--- config.mk ---
export PLATFORM = sky130hd
export DESIGN_NAME = bittest_rotate_unit
export DESIGN_NICKNAME = d
export VERILOG_FILES = /design/src/rtl/bt_pkg.sv /design/src/rtl/bt_test_unit.sv /design/src/rtl/bt_rotate_unit.sv /design/src/rtl/bt_state_reg.sv /design/src/rtl/bittest_rotate_unit.sv
export SDC_FILE = /design/constraint.sdc
export NUM_CORES = 1
export LEC_CHECK = 0
export BUFFER_PORTS_ARGS = -buffer_cell sky130_fd_sc_hd__buf_2
export CAP_MARGIN = 10
export CORE_ASPECT_RATIO = 0.7
export CORE_MARGIN = 10
export CORE_UTILIZATION = 46
export DETAILED_ROUTE_END_ITERATION = 12
export PLACE_DENSITY = 0.81
export SETUP_SLACK_MARGIN = 0.02
export SYNTH_ARGS = -nofsm -noshare
export SYNTH_HDL_FRONTEND = slang
export SYNTH_SLANG_ARGS = --single-unit
--- constraint.sdc ---
create_clock -name clk -period 1.7 [get_ports clk]
set_clock_uncertainty 0.15 [all_clocks]
set_input_delay 0.17 -clock clk [delete_from_list [all_inputs] [get_ports clk]]
set_output_delay 0.17 -clock clk [all_outputs]
set_load 0.05 [all_outputs]
--- src/rtl/bt_pkg.sv ---
package bt_pkg;
  typedef enum logic [1:0] {
    OP_TEST = 2'd0,
    OP_RRC  = 2'd1,
    OP_RLC  = 2'd2,
    OP_RSVD = 2'd3
  } bt_op_e;

  typedef struct packed {
    logic n;
    logic z;
    logic c;
    logic v;
  } bt_flags_t;
endpackage

--- src/rtl/bt_test_unit.sv ---
module bt_test_unit
  import bt_pkg::*;
#(
  parameter int DATA_W = 16,
  parameter int BYTE_W = 8
) (
  input  logic              byte_sel,
  input  logic [DATA_W-1:0] src,
  input  logic [DATA_W-1:0] dst,
  output bt_flags_t         test_flags
);
  localparam logic [DATA_W-1:0] LOW_MASK = {{(DATA_W-BYTE_W){1'b0}}, {BYTE_W{1'b1}}};

  function automatic logic [DATA_W-1:0] and_sized(input logic [DATA_W-1:0] a,
                                                  input logic [DATA_W-1:0] b,
                                                  input logic bsel);
    logic [DATA_W-1:0] r;
    r = a & b;
    if (bsel) r = r & LOW_MASK;
    return r;
  endfunction

  function automatic bt_flags_t flags_of_and(input logic [DATA_W-1:0] r,
                                             input logic bsel);
    bt_flags_t f;
    f.n = bsel ? r[BYTE_W-1] : r[DATA_W-1];
    f.z = (r == '0);
    f.c = (r != '0);
    f.v = 1'b0;
    return f;
  endfunction

  logic [DATA_W-1:0] and_res;

  always_comb begin
    and_res    = and_sized(src, dst, byte_sel);
    test_flags = flags_of_and(and_res, byte_sel);
  end
endmodule

--- src/rtl/bt_rotate_unit.sv ---
module bt_rotate_unit
  import bt_pkg::*;
#(
  parameter int DATA_W = 16,
  parameter int BYTE_W = 8
) (
  input  logic              dir_left,
  input  logic              byte_sel,
  input  logic              carry_in,
  input  logic [DATA_W-1:0] buf_in,
  output logic [DATA_W-1:0] buf_out,
  output bt_flags_t         rot_flags
);
  localparam int HI_W = DATA_W - BYTE_W;

  function automatic logic [BYTE_W-1:0] low_rot(input logic [BYTE_W-1:0] v,
                                                input logic cin, input logic left);
    return left ? {v[BYTE_W-2:0], cin} : {cin, v[BYTE_W-1:1]};
  endfunction

  function automatic logic [DATA_W-1:0] word_rot(input logic [DATA_W-1:0] v,
                                                 input logic cin, input logic left);
    return left ? {v[DATA_W-2:0], cin} : {cin, v[DATA_W-1:1]};
  endfunction

  function automatic logic carry_out(input logic [DATA_W-1:0] v,
                                     input logic left, input logic bsel);
    if (!left) return v[0];
    return bsel ? v[BYTE_W-1] : v[DATA_W-1];
  endfunction

  logic [DATA_W-1:0] word_res;
  logic [BYTE_W-1:0] byte_res;
  logic [DATA_W-1:0] byte_ext;

  always_comb begin
    word_res = word_rot(buf_in, carry_in, dir_left);
    byte_res = low_rot(buf_in[BYTE_W-1:0], carry_in, dir_left);
  end

  generate
    if (HI_W > 0) begin : g_ext
      assign byte_ext = {{HI_W{1'b0}}, byte_res};
    end else begin : g_noext
      assign byte_ext = byte_res;
    end
  endgenerate

  always_comb begin
    buf_out     = byte_sel ? byte_ext : word_res;
    rot_flags.c = carry_out(buf_in, dir_left, byte_sel);
    rot_flags.n = byte_sel ? byte_res[BYTE_W-1] : word_res[DATA_W-1];
    rot_flags.z = byte_sel ? (byte_res == '0) : (word_res == '0);
    rot_flags.v = 1'b0;
  end
endmodule

--- src/rtl/bt_state_reg.sv ---
module bt_state_reg
  import bt_pkg::*;
#(
  parameter int DATA_W = 16,
  parameter int BYTE_W = 8
) (
  input  logic              clk,
  input  logic              rst,
  input  logic              start,
  input  bt_op_e            op,
  input  logic              byte_sel,
  input  bt_flags_t         test_flags,
  input  bt_flags_t         rot_flags,
  input  logic [DATA_W-1:0] rot_buf,
  output bt_flags_t         flags_q,
  output logic [DATA_W-1:0] buf_q,
  output logic              done_q
);
  // named internal events for the checks below
  logic ev_test, ev_rot, ev_rsvd;
  bt_flags_t         flags_d;
  logic [DATA_W-1:0] buf_d;

  assign ev_test = start && (op == OP_TEST);
  assign ev_rot  = start && ((op == OP_RRC) || (op == OP_RLC));
  assign ev_rsvd = start && (op == OP_RSVD);

  always_comb begin
    flags_d = flags_q;
    buf_d   = buf_q;
    if (ev_test) begin
      flags_d = test_flags;
    end else if (ev_rot) begin
      flags_d = rot_flags;
      buf_d   = rot_buf;
    end
  end

  always_ff @(posedge clk) begin
    if (rst) begin
      flags_q <= '0;
      buf_q   <= '0;
      done_q  <= 1'b0;
    end else begin
      flags_q <= flags_d;
      buf_q   <= buf_d;
      done_q  <= start;
    end
  end

  AST_TEST_KEEPS_BUF: assert property (@(posedge clk) disable iff (rst)
    ev_test |=> $stable(buf_q));
  AST_TEST_C_NOT_Z: assert property (@(posedge clk) disable iff (rst)
    ev_test |=> (flags_q.c == !flags_q.z));
  AST_V_CLEAR: assert property (@(posedge clk) disable iff (rst)
    (ev_test || ev_rot) |=> !flags_q.v);
  AST_BYTE_UPPER_CLEAR: assert property (@(posedge clk) disable iff (rst)
    (ev_rot && byte_sel) |=> (buf_q[DATA_W-1:BYTE_W] == '0));
  AST_IDLE_HOLD: assert property (@(posedge clk) disable iff (rst)
    !start |=> ($stable(buf_q) && $stable(flags_q) && !done_q));
  AST_RSVD_HOLD: assert property (@(posedge clk) disable iff (rst)
    ev_rsvd |=> ($stable(buf_q) && $stable(flags_q) && done_q));
endmodule

--- src/rtl/bittest_rotate_unit.sv ---
module bittest_rotate_unit
  import bt_pkg::*;
#(
  parameter int DATA_W = 16,
  parameter int BYTE_W = 8
) (
  input  logic              clk,
  input  logic              rst,
  input  logic              start,
  input  logic [1:0]        op,
  input  logic              byte_sel,
  input  logic [DATA_W-1:0] src,
  input  logic [DATA_W-1:0] dst,
  output logic              flag_n,
  output logic              flag_z,
  output logic              flag_c,
  output logic              flag_v,
  output logic [DATA_W-1:0] buf_q,
  output logic              done
);
  bt_op_e            op_e;
  bt_flags_t         test_flags, rot_flags, flags_q;
  logic [DATA_W-1:0] rot_buf;
  logic [DATA_W-1:0] buf_r;

  assign op_e = bt_op_e'(op);

  bt_test_unit #(.DATA_W(DATA_W), .BYTE_W(BYTE_W)) u_test (
    .byte_sel  (byte_sel),
    .src       (src),
    .dst       (dst),
    .test_flags(test_flags)
  );

  bt_rotate_unit #(.DATA_W(DATA_W), .BYTE_W(BYTE_W)) u_rot (
    .dir_left (op_e == OP_RLC),
    .byte_sel (byte_sel),
    .carry_in (flags_q.c),
    .buf_in   (buf_r),
    .buf_out  (rot_buf),
    .rot_flags(rot_flags)
  );

  bt_state_reg #(.DATA_W(DATA_W), .BYTE_W(BYTE_W)) u_state (
    .clk       (clk),
    .rst       (rst),
    .start     (start),
    .op        (op_e),
    .byte_sel  (byte_sel),
    .test_flags(test_flags),
    .rot_flags (rot_flags),
    .rot_buf   (rot_buf),
    .flags_q   (flags_q),
    .buf_q     (buf_r),
    .done_q    (done)
  );

  assign flag_n = flags_q.n;
  assign flag_z = flags_q.z;
  assign flag_c = flags_q.c;
  assign flag_v = flags_q.v;
  assign buf_q  = buf_r;

  AST_DONE_AFTER_START: assert property (@(posedge clk) disable iff (rst)
    start |=> done);
endmodule

==> flow_summary.toml, run 1 <==
[global_route]
antenna_found_initial = 0
grt_start_max_net_pins = 21
grt_pass1_vias = 1264
grt_pass1_wl_um = 5990
overflow = 0
grt_use_total_pct = 14.0

[routing]
wl_met3_um = 573
vias = 1342
highest_layer = "met4"
drtPass1Iterations = 4
wl_met2_um = 1670
wl_met1_um = 1620
ant_nets = 0
wire_per_inst_um = 16.2
viasPerCell = 5.59
drt_first_iter_violations = 64
drt_drc_violations_left = 0
routed_wl_um = 3890

[critical_path]
cp_slowest_cell = "dfxtp_2"
crit_chain = "nor2_1 -> a22o_1 -> a41o_1 -> a211oi_1 -> nor3_2"
start_kind = "register"
cp_top_family = "compound AO/OA/AOI/OAI gates"
endpoint_kind = "register"
max_stage_delay_ns = 0.39
required_ns = 1.70
path_class = "reg -> reg"
path_buf_inv = 0
critPathMaxFanout = 6
cp.arrival_ns = 1.56

[place]
hpwl_um = 3160
place_congestion = 0.883
port_buffers = 57

[power_and_ir_drop]
power_density_mw_per_mm2 = 702
switching_share_pct = 32.5
seqPwrFrac_pct = 45.0
p_switching_w = 0.000369
clkPwrFrac_pct = 27.9
intPower_w = 0.000767
pwr-share-comb_pct = 27.1
ir_worst_vdd_mv = 0.445
p_leak_nw = 0.716
power.total_w = 0.00114

[run]
maxCapViolations = 0

[sta]
setup_tns_ns = 0
relSlewSlack_pct = 63.3
setup_viol = 0
final.min_clock_period_ns = 1.56
tightestPinTransition_ns = 0.550
max_freq_mhz = 639
hold_ws_ns = 0.0193
finalHoldViolCount = 0
post-route-period-util_pct = 92.0
rsz0062_at_grt = "no"
slew_viol_final = 0

[floorplanning]
start_util_pct = 49.0
dieArea_mm2 = 0.00518
fp-row-count = 15
dieWidth_um = 81.9
die_y_um = 63.3
core_area_mm2 = 0.00251
io_pins = 59

[clock_tree]
clkSinkCount = 20
cts_made_buffers = 3
cts_tree = "yes"
cts_resized = 0
root_buffer = "clkbuf_8"
clk_transition_reported_paths_ns = 0.07
clock_path_buffers = 2
post_cts_buffers = 0
clk_latency_ns = 0.26
postCtsHoldBufs = 0
htree_levels = 1

[layout]
antenna_cells = 0
drive_gt1_share_pct = 39.3
final_common_cell = "buf_2"
mostFrequentLayoutCells = "57 x buf_2, 20 x nor2_1, 16 x mux2i_1, 15 x a21oi_1, 13 x dfxtp_1"
nets = 249
area_growth_pct = 31.2

[synth]
synth_area_mm2 = 0.00123
yosysSeqAreaShare_pct = 32.5
synthCells = 147
syn_nets = 188
synth_area_per_cell_um2 = 8.38
yosys_warnings = 0
ys_types = 36
synth_seq_cells = 20

[run_status]
outcome = "finished clean"

[hold_path]
hold_path.class = "in -> reg"
-- per-stage QoR --
stage                     area (um2)  instances  utilization (%)  worst slack (ns)
after floorplan                 1240        147                -            0.0805
after global placement          1580        237             62.6            0.0159
after detailed placement        1580        237             62.6            -0.131
after CTS                       1620        240             64.3             0.129
after global routing            1620        240             64.3            0.0271
final                           1620        240             64.3             0.135
-- cells by family (layout without fill, tap and decap cells) --
| logic type | after synthesis | after routing | synth area share [%] |
|---|---|---|---|
| simple gates | 55 | 55 | 22.4 |
| compound gates | 39 | 39 | 20.6 |
| flops | 20 | 20 | 32.5 |
| mux | 17 | 17 | 14.8 |
| buf+inv | 12 | 71 | 6.29 |
| fa+ha+maj | 3 | 3 | 3.05 |
| other cells | 1 | 1 | 0.304 |
-- worst reg2reg max path, delay by kind of cell, from the launching register on --
kind / cells / cell delay, ns
compound gates: 3 / 0.79
flops: 1 / 0.39
simple gates: 2 / 0.13
-- state kept, by name, indices dropped and copies added (netlist names) --
| signal | flops |
|---|---|
| u_state.buf_q | 16 |
| u_state.flags_q | 3 |
| u_state.done_q | 1 |
-- cells in the mapped netlist --
cell / count / area (um2)
a21boi_1: 1 / 7.51
nand3_2: 1 / 10.0
conb_1: 1 / 3.75
nor2b_1: 2 / 12.5
nor3_2: 2 / 20.0
mux2i_4: 1 / 22.5
nor4_2: 1 / 12.5
o22ai_1: 1 / 6.26
a222oi_1: 2 / 20.0
nor3_1: 9 / 45.0
o21ai_0: 3 / 15.0
nor2_1: 20 / 75.1
a31oi_1: 1 / 6.26
buf_4: 2 / 15.0
nor3b_1: 1 / 7.51
a41o_1: 1 / 10.0
a22o_1: 1 / 8.76
a21oi_1: 15 / 75.1
nand3_1: 1 / 5.00
inv_1: 3 / 11.3
nand2_1: 10 / 37.5
mux2i_1: 16 / 160
nand3b_1: 1 / 7.51
or3_1: 1 / 6.26
a22oi_1: 4 / 30.0
a211oi_1: 10 / 75.1
ha_1: 3 / 37.5
buf_6: 3 / 33.8
nand4_1: 1 / 6.26
clkbuf_1: 2 / 7.51
buf_2: 2 / 10.0
or2_1: 1 / 6.26
nor2_2: 1 / 6.26
nand2b_1: 2 / 12.5
and2_1: 1 / 6.26
dfxtp_1: 20 / 400
-- worst paths after layout --
path,from,end,slack [ns],depth (start not counted)
setup reg to reg,u_state.buf_q[6],u_state.flags_q[2],0.14,5
setup / recovery,u_state.buf_q[6],u_state.flags_q[2],0.14,5
hold / removal,start,u_state.done_q,0.02,2
hold reg to reg,u_state.buf_q[15],u_state.buf_q[15],0.35,2
-- final cells by class --
| type | instances | area, um2 |
|---|---|---|
| Sequential cell | 20 | 409 |
| Inverter | 3 | 11.3 |
| Clock buffer | 3 | 41.3 |
| Multi-Input combinational cell | 115 | 754 |
| Tap cell | 34 | 42.5 |
| Timing Repair Buffer | 65 | 358 |
| Fill cell | 220 | 898 |
-- power groups by stage --
stage	clock, W	combinational (W)	sequential [W]
final	0.000317	0.000308	0.000511
after global routing	0.000346	0.000330	0.000513
after CTS	0.000323	0.000309	0.000510
after detailed placement	0	0.000307	0.000521
after global placement	0	0.000296	0.000519
after floorplan	0	0.000145	0.000580
-- layer usage --
| layer | vias to the layer above | GRT usage [%] |
|---|---|---|
| li1 | 660 | - |
| met1 | 605 | 16.7 |
| met2 | 72 | 21.8 |
| met3 | 5 | 6.52 |
| met4 | 0 | 3.60 |
| met5 | - | 0 |
(Power assumes the default switching activity.)
==> run 2, diff against run 1 <==
- PLACE_DENSITY: 0.81 -> 0.85
==> flow_summary.toml, run 2 (synthesized netlist as in run 1, its figures left out) <==
[global_route]
overflow = 0
grt_pass1_wl_um = 6000
grt_start_max_net_pins = 21
grt_pass1_vias = 1326
grt_use_total_pct = 13.9
antenna_found_initial = 0

[clock_tree]
clock_path_buffers = 2
clk_transition_reported_paths_ns = 0.08
root_buffer = "clkbuf_8"
cts_resized = 0
clk_latency_ns = 0.26
cts_made_buffers = 3
post_cts_buffers = 0
clkSinkCount = 20
postCtsHoldBufs = 0
cts_tree = "yes"
htree_levels = 1

[routing]
routed_wl_um = 3670
drt_drc_violations_left = 0
wire_per_inst_um = 15.1
ant_nets = 0
vias = 1314
drtPass1Iterations = 4
viasPerCell = 5.39
drt_first_iter_violations = 130

[critical_path]
critPathMaxFanout = 7
cp.arrival_ns = 1.49
endpoint_kind = "register"
path_class = "reg -> reg"
required_ns = 1.69
start_kind = "register"

[floorplanning]
core_area_mm2 = 0.00251
fp-row-count = 15
dieArea_mm2 = 0.00518
io_pins = 59
die_y_um = 63.3
start_util_pct = 49.0
dieWidth_um = 81.9

[layout]
mostFrequentLayoutCells = "57 x buf_2, 20 x nor2_1, 16 x mux2i_1, 15 x a21oi_1, 13 x dfxtp_1"
drive_gt1_share_pct = 40.5
largest_register_ffs = 16
area_growth_pct = 34.1
final_cells = 244
nets = 252
reg.largest.list = "u_state.buf_q: 16 flops, u_state.flags_q: 3 flops, u_state.done_q: 1 flops"
fin_util_pct = 65.7
final_common_cell = "buf_2"
top_register = "u_state.buf_q"
antenna_cells = 0

[place]
place_congestion = 0.869
hpwl_um = 2950
placed_cells = 240
port_buffers = 57

[sta]
setup_viol = 0
finalHoldViolCount = 0
tightestPinTransition_ns = 0.509
relSlewSlack_pct = 66.1
final.min_clock_period_ns = 1.49
max_freq_mhz = 669
slew_viol_final = 0
post-route-period-util_pct = 87.9
rsz0062_at_grt = "no"

[power_and_ir_drop]
ir_worst_vdd_mv = 0.718
power_density_mw_per_mm2 = 718
p_leak_nw = 0.739

[hold_path]
hold_path.class = "in -> reg"

[run]
maxCapViolations = 0

[run_status]
outcome = "finished clean"
[run 2: worst paths after layout]
kind,startpoint,slack (ns),depth (start not counted),to
worst max-delay path,u_state.buf_q[7],0.21,5,u_state.flags_q[2]
worst min-delay path,start,0.02,2,u_state.done_q
worst max register to register,u_state.buf_q[7],0.21,5,u_state.flags_q[2]
worst min register to register,u_state.buf_q[15],0.34,2,u_state.buf_q[15]
[run 2: report_power, final]
part	internal, W	switching [W]	total, W
clock network	0.000206	0.000160	0.000366
logic	0.000124	0.000186	0.000310
registers	0.000487	0.0000227	0.000510
total	0.000818	0.000369	0.00119
[run 2: worst max-delay path: stages, from the launching register on]
cell and delay, ns:
dfxtp_2 0.39, nor2_1 0.06, a22o_1 0.22, a41o_1 0.23, a211oi_1 0.28, nor3_2 0.05
[run 2: cell type report]
type                    count  area, um2
clock buffers               4       55.1
fillers                   236        862
inverters                   3       11.3
multi-input cells         115        754
flip-flops and latches     20        409
well taps                  34       42.5
repair buffers             68        380
[run 2: through the flow]
step / hold WS [ns] / power (W) / setup TNS (ns) / setup slack [ns] / area [um2]
2_1_floorplan: 0.148 / 0.000726 / 0 / 0.0805 / 1240
3_3_place_gp: 0.288 / 0.000822 / -0.00133 / -0.00133 / 1600
3_5_place_dp: 0.288 / 0.000829 / -0.0313 / -0.0313 / 1600
4_1_cts: 0.0195 / 0.00119 / 0 / 0.199 / 1650
5_1_grt: 0.0604 / 0.00124 / 0 / 0.0840 / 1650
6_report: 0.0188 / 0.00119 / 0 / 0.205 / 1650
[run 2: routing by layer]
layer | global-route usage (%) | part of all wire [%]
met1 | 16.7 | 42
met2 | 24.3 | 52
met3 | 4.11 | 6.5
met4 | 1.27 | 0.19
met5 | 0 | 0
==> run 3, diff against run 2 <==
==> constraint.sdc (replaced) <==
create_clock -name clk -period 1.7 [get_ports clk]
set_clock_uncertainty 0.15 [all_clocks]
set_input_delay 0.51 -clock clk [delete_from_list [all_inputs] [get_ports clk]]
set_output_delay 0.51 -clock clk [all_outputs]
set_load 0.05 [all_outputs]
==> flow_summary.toml, run 3 (synthesized netlist as in run 1, its figures left out) <==
[run_status]
outcome = "finished clean"

[clock_tree]
cts_tree = "yes"
clock_path_buffers = 2
htree_levels = 1
cts_made_buffers = 3
root_buffer = "clkbuf_8"
clkSinkCount = 20
postCtsHoldBufs = 0
clk_latency_ns = 0.26
clk_transition_reported_paths_ns = 0.07

[critical_path]
cp_slowest_cell = "dfxtp_1"
cp.arrival_ns = 0.99
path_buf_inv = 1
max_stage_delay_ns = 0.43
crit_chain = "buf_2"
path_class = "reg -> out"
cp_top_family = "flip-flops"
critPathMaxFanout = 5
start_kind = "register"
endpoint_kind = "primary output"
required_ns = 1.04

[routing]
routed_wl_um = 4230
drt_drc_violations_left = 0
drtPass1Iterations = 5
viasPerCell = 5.60
ant_nets = 0
drt_first_iter_violations = 85
wire_per_inst_um = 16.8
vias = 1412

[layout]
area_growth_pct = 54.2
nets = 261
largest_register_ffs = 16
final_cells = 252
antenna_cells = 0
mostFrequentLayoutCells = "51 x buf_2, 20 x nor2_1, 16 x buf_4, 16 x dfxtp_1, 15 x mux2i_1"
drive_gt1_share_pct = 49.5
fillers = 192
reg.largest.list = "u_state.buf_q: 16 flops, u_state.flags_q: 3 flops, u_state.done_q: 1 flops"
final_common_cell = "buf_2"
top_register = "u_state.buf_q"

[floorplanning]
dieWidth_um = 81.9
io_pins = 59
fp-row-count = 15
core_area_mm2 = 0.00251
dieArea_mm2 = 0.00518
die_y_um = 63.3
start_util_pct = 49.0

[place]
port_buffers = 57
pre_cts_slack_ns = -0.405
hpwl_um = 3200
placed_cells = 246
place_congestion = 0.901

[global_route]
overflow = 0
grt_start_max_net_pins = 21
grt_use_total_pct = 14.9
antenna_found_initial = 0
grt_pass1_vias = 1419
grt_pass1_wl_um = 6360

[hold_path]
hold_path.class = "reg -> reg"

[sta]
max_freq_mhz = 605
setup_ws_ns = 0.0462
final.min_clock_period_ns = 1.65
post-route-period-util_pct = 97.3
finalHoldViolCount = 0
slew_viol_final = 0
rsz0062_at_grt = "no"
setup_viol = 0

[power_and_ir_drop]
power.total_w = 0.00121
clkPwrFrac_pct = 25.3
ir_worst_vdd_mv = 0.330
p_switching_w = 0.000386
seqPwrFrac_pct = 42.3
power_density_mw_per_mm2 = 636
intPower_w = 0.000822
switching_share_pct = 32.0
p_leak_nw = 0.811
pwr-share-comb_pct = 32.4

[run]
maxCapViolations = 0
run 3: cell count changes in the layout (fill, tap and decap cells not counted), sizes merged:
cell    previous run  this run
or2                1         2
clkbuf             4         6
buf               68        73
run 3: cell type report:
cell class	instances	area [um2]	share of cell area [%]
Inverter	3	26.3	1.38
Clock buffer	3	41.3	2.17
Sequential cell	20	405	21.3
Tap cell	34	42.5	2.24
Multi-Input combinational cell	116	860	45.2
Timing Repair Buffer	76	526	27.6
run 3: worst paths after layout:
kind / from / to / slack, ns / cells after the start
min reg2reg: u_state.buf_q[7] / u_state.buf_q[7] / 0.36 / 2
max: u_state.buf_q[8] / buf_q[8] / 0.05 / 1
max reg2reg: u_state.buf_q[8] / u_state.flags_q[2] / 0.20 / 5
min: u_state.buf_q[7] / u_state.buf_q[7] / 0.36 / 2
run 3: routing by layer:
metal  track usage, %  wire length, um  vias up
li1                 -                -      678
met1             16.3             1650      650
met2             24.1             1990       73
met3             8.07              506       11
met4             4.24               81        0
met5                0                0        -
run 3: timing repair:
item / in CTS / in global routing
gates resized for setup: 7 / 23
gates cloned: 0 / 3
setup buffers: 0 / 1
setup endpoints to repair: 11 / 20
pin swaps: 3 / 7
run 3: metrics by stage:
stage	hold slack [ns]	util, %	instance area (um2)	TNS, ns
after floorplan	0.438	-	1300	-0.387
after global placement	0.343	68.2	1710	-4.29
after detailed placement	0.341	68.2	1710	-5.46
after CTS	0.352	70.1	1760	0
after global routing	0.365	75.6	1900	0
final	0.356	75.6	1900	0
run 3: power by group through the flow:
stage | Combinational (W) | Clock (W) | Sequential (W)
floorplan | 0.000159 | 0 | 0.000580
global placement | 0.000331 | 0 | 0.000519
detailed placement | 0.000342 | 0 | 0.000520
CTS | 0.000346 | 0.000310 | 0.000510
global route | 0.000421 | 0.000334 | 0.000514
finish | 0.000392 | 0.000305 | 0.000511
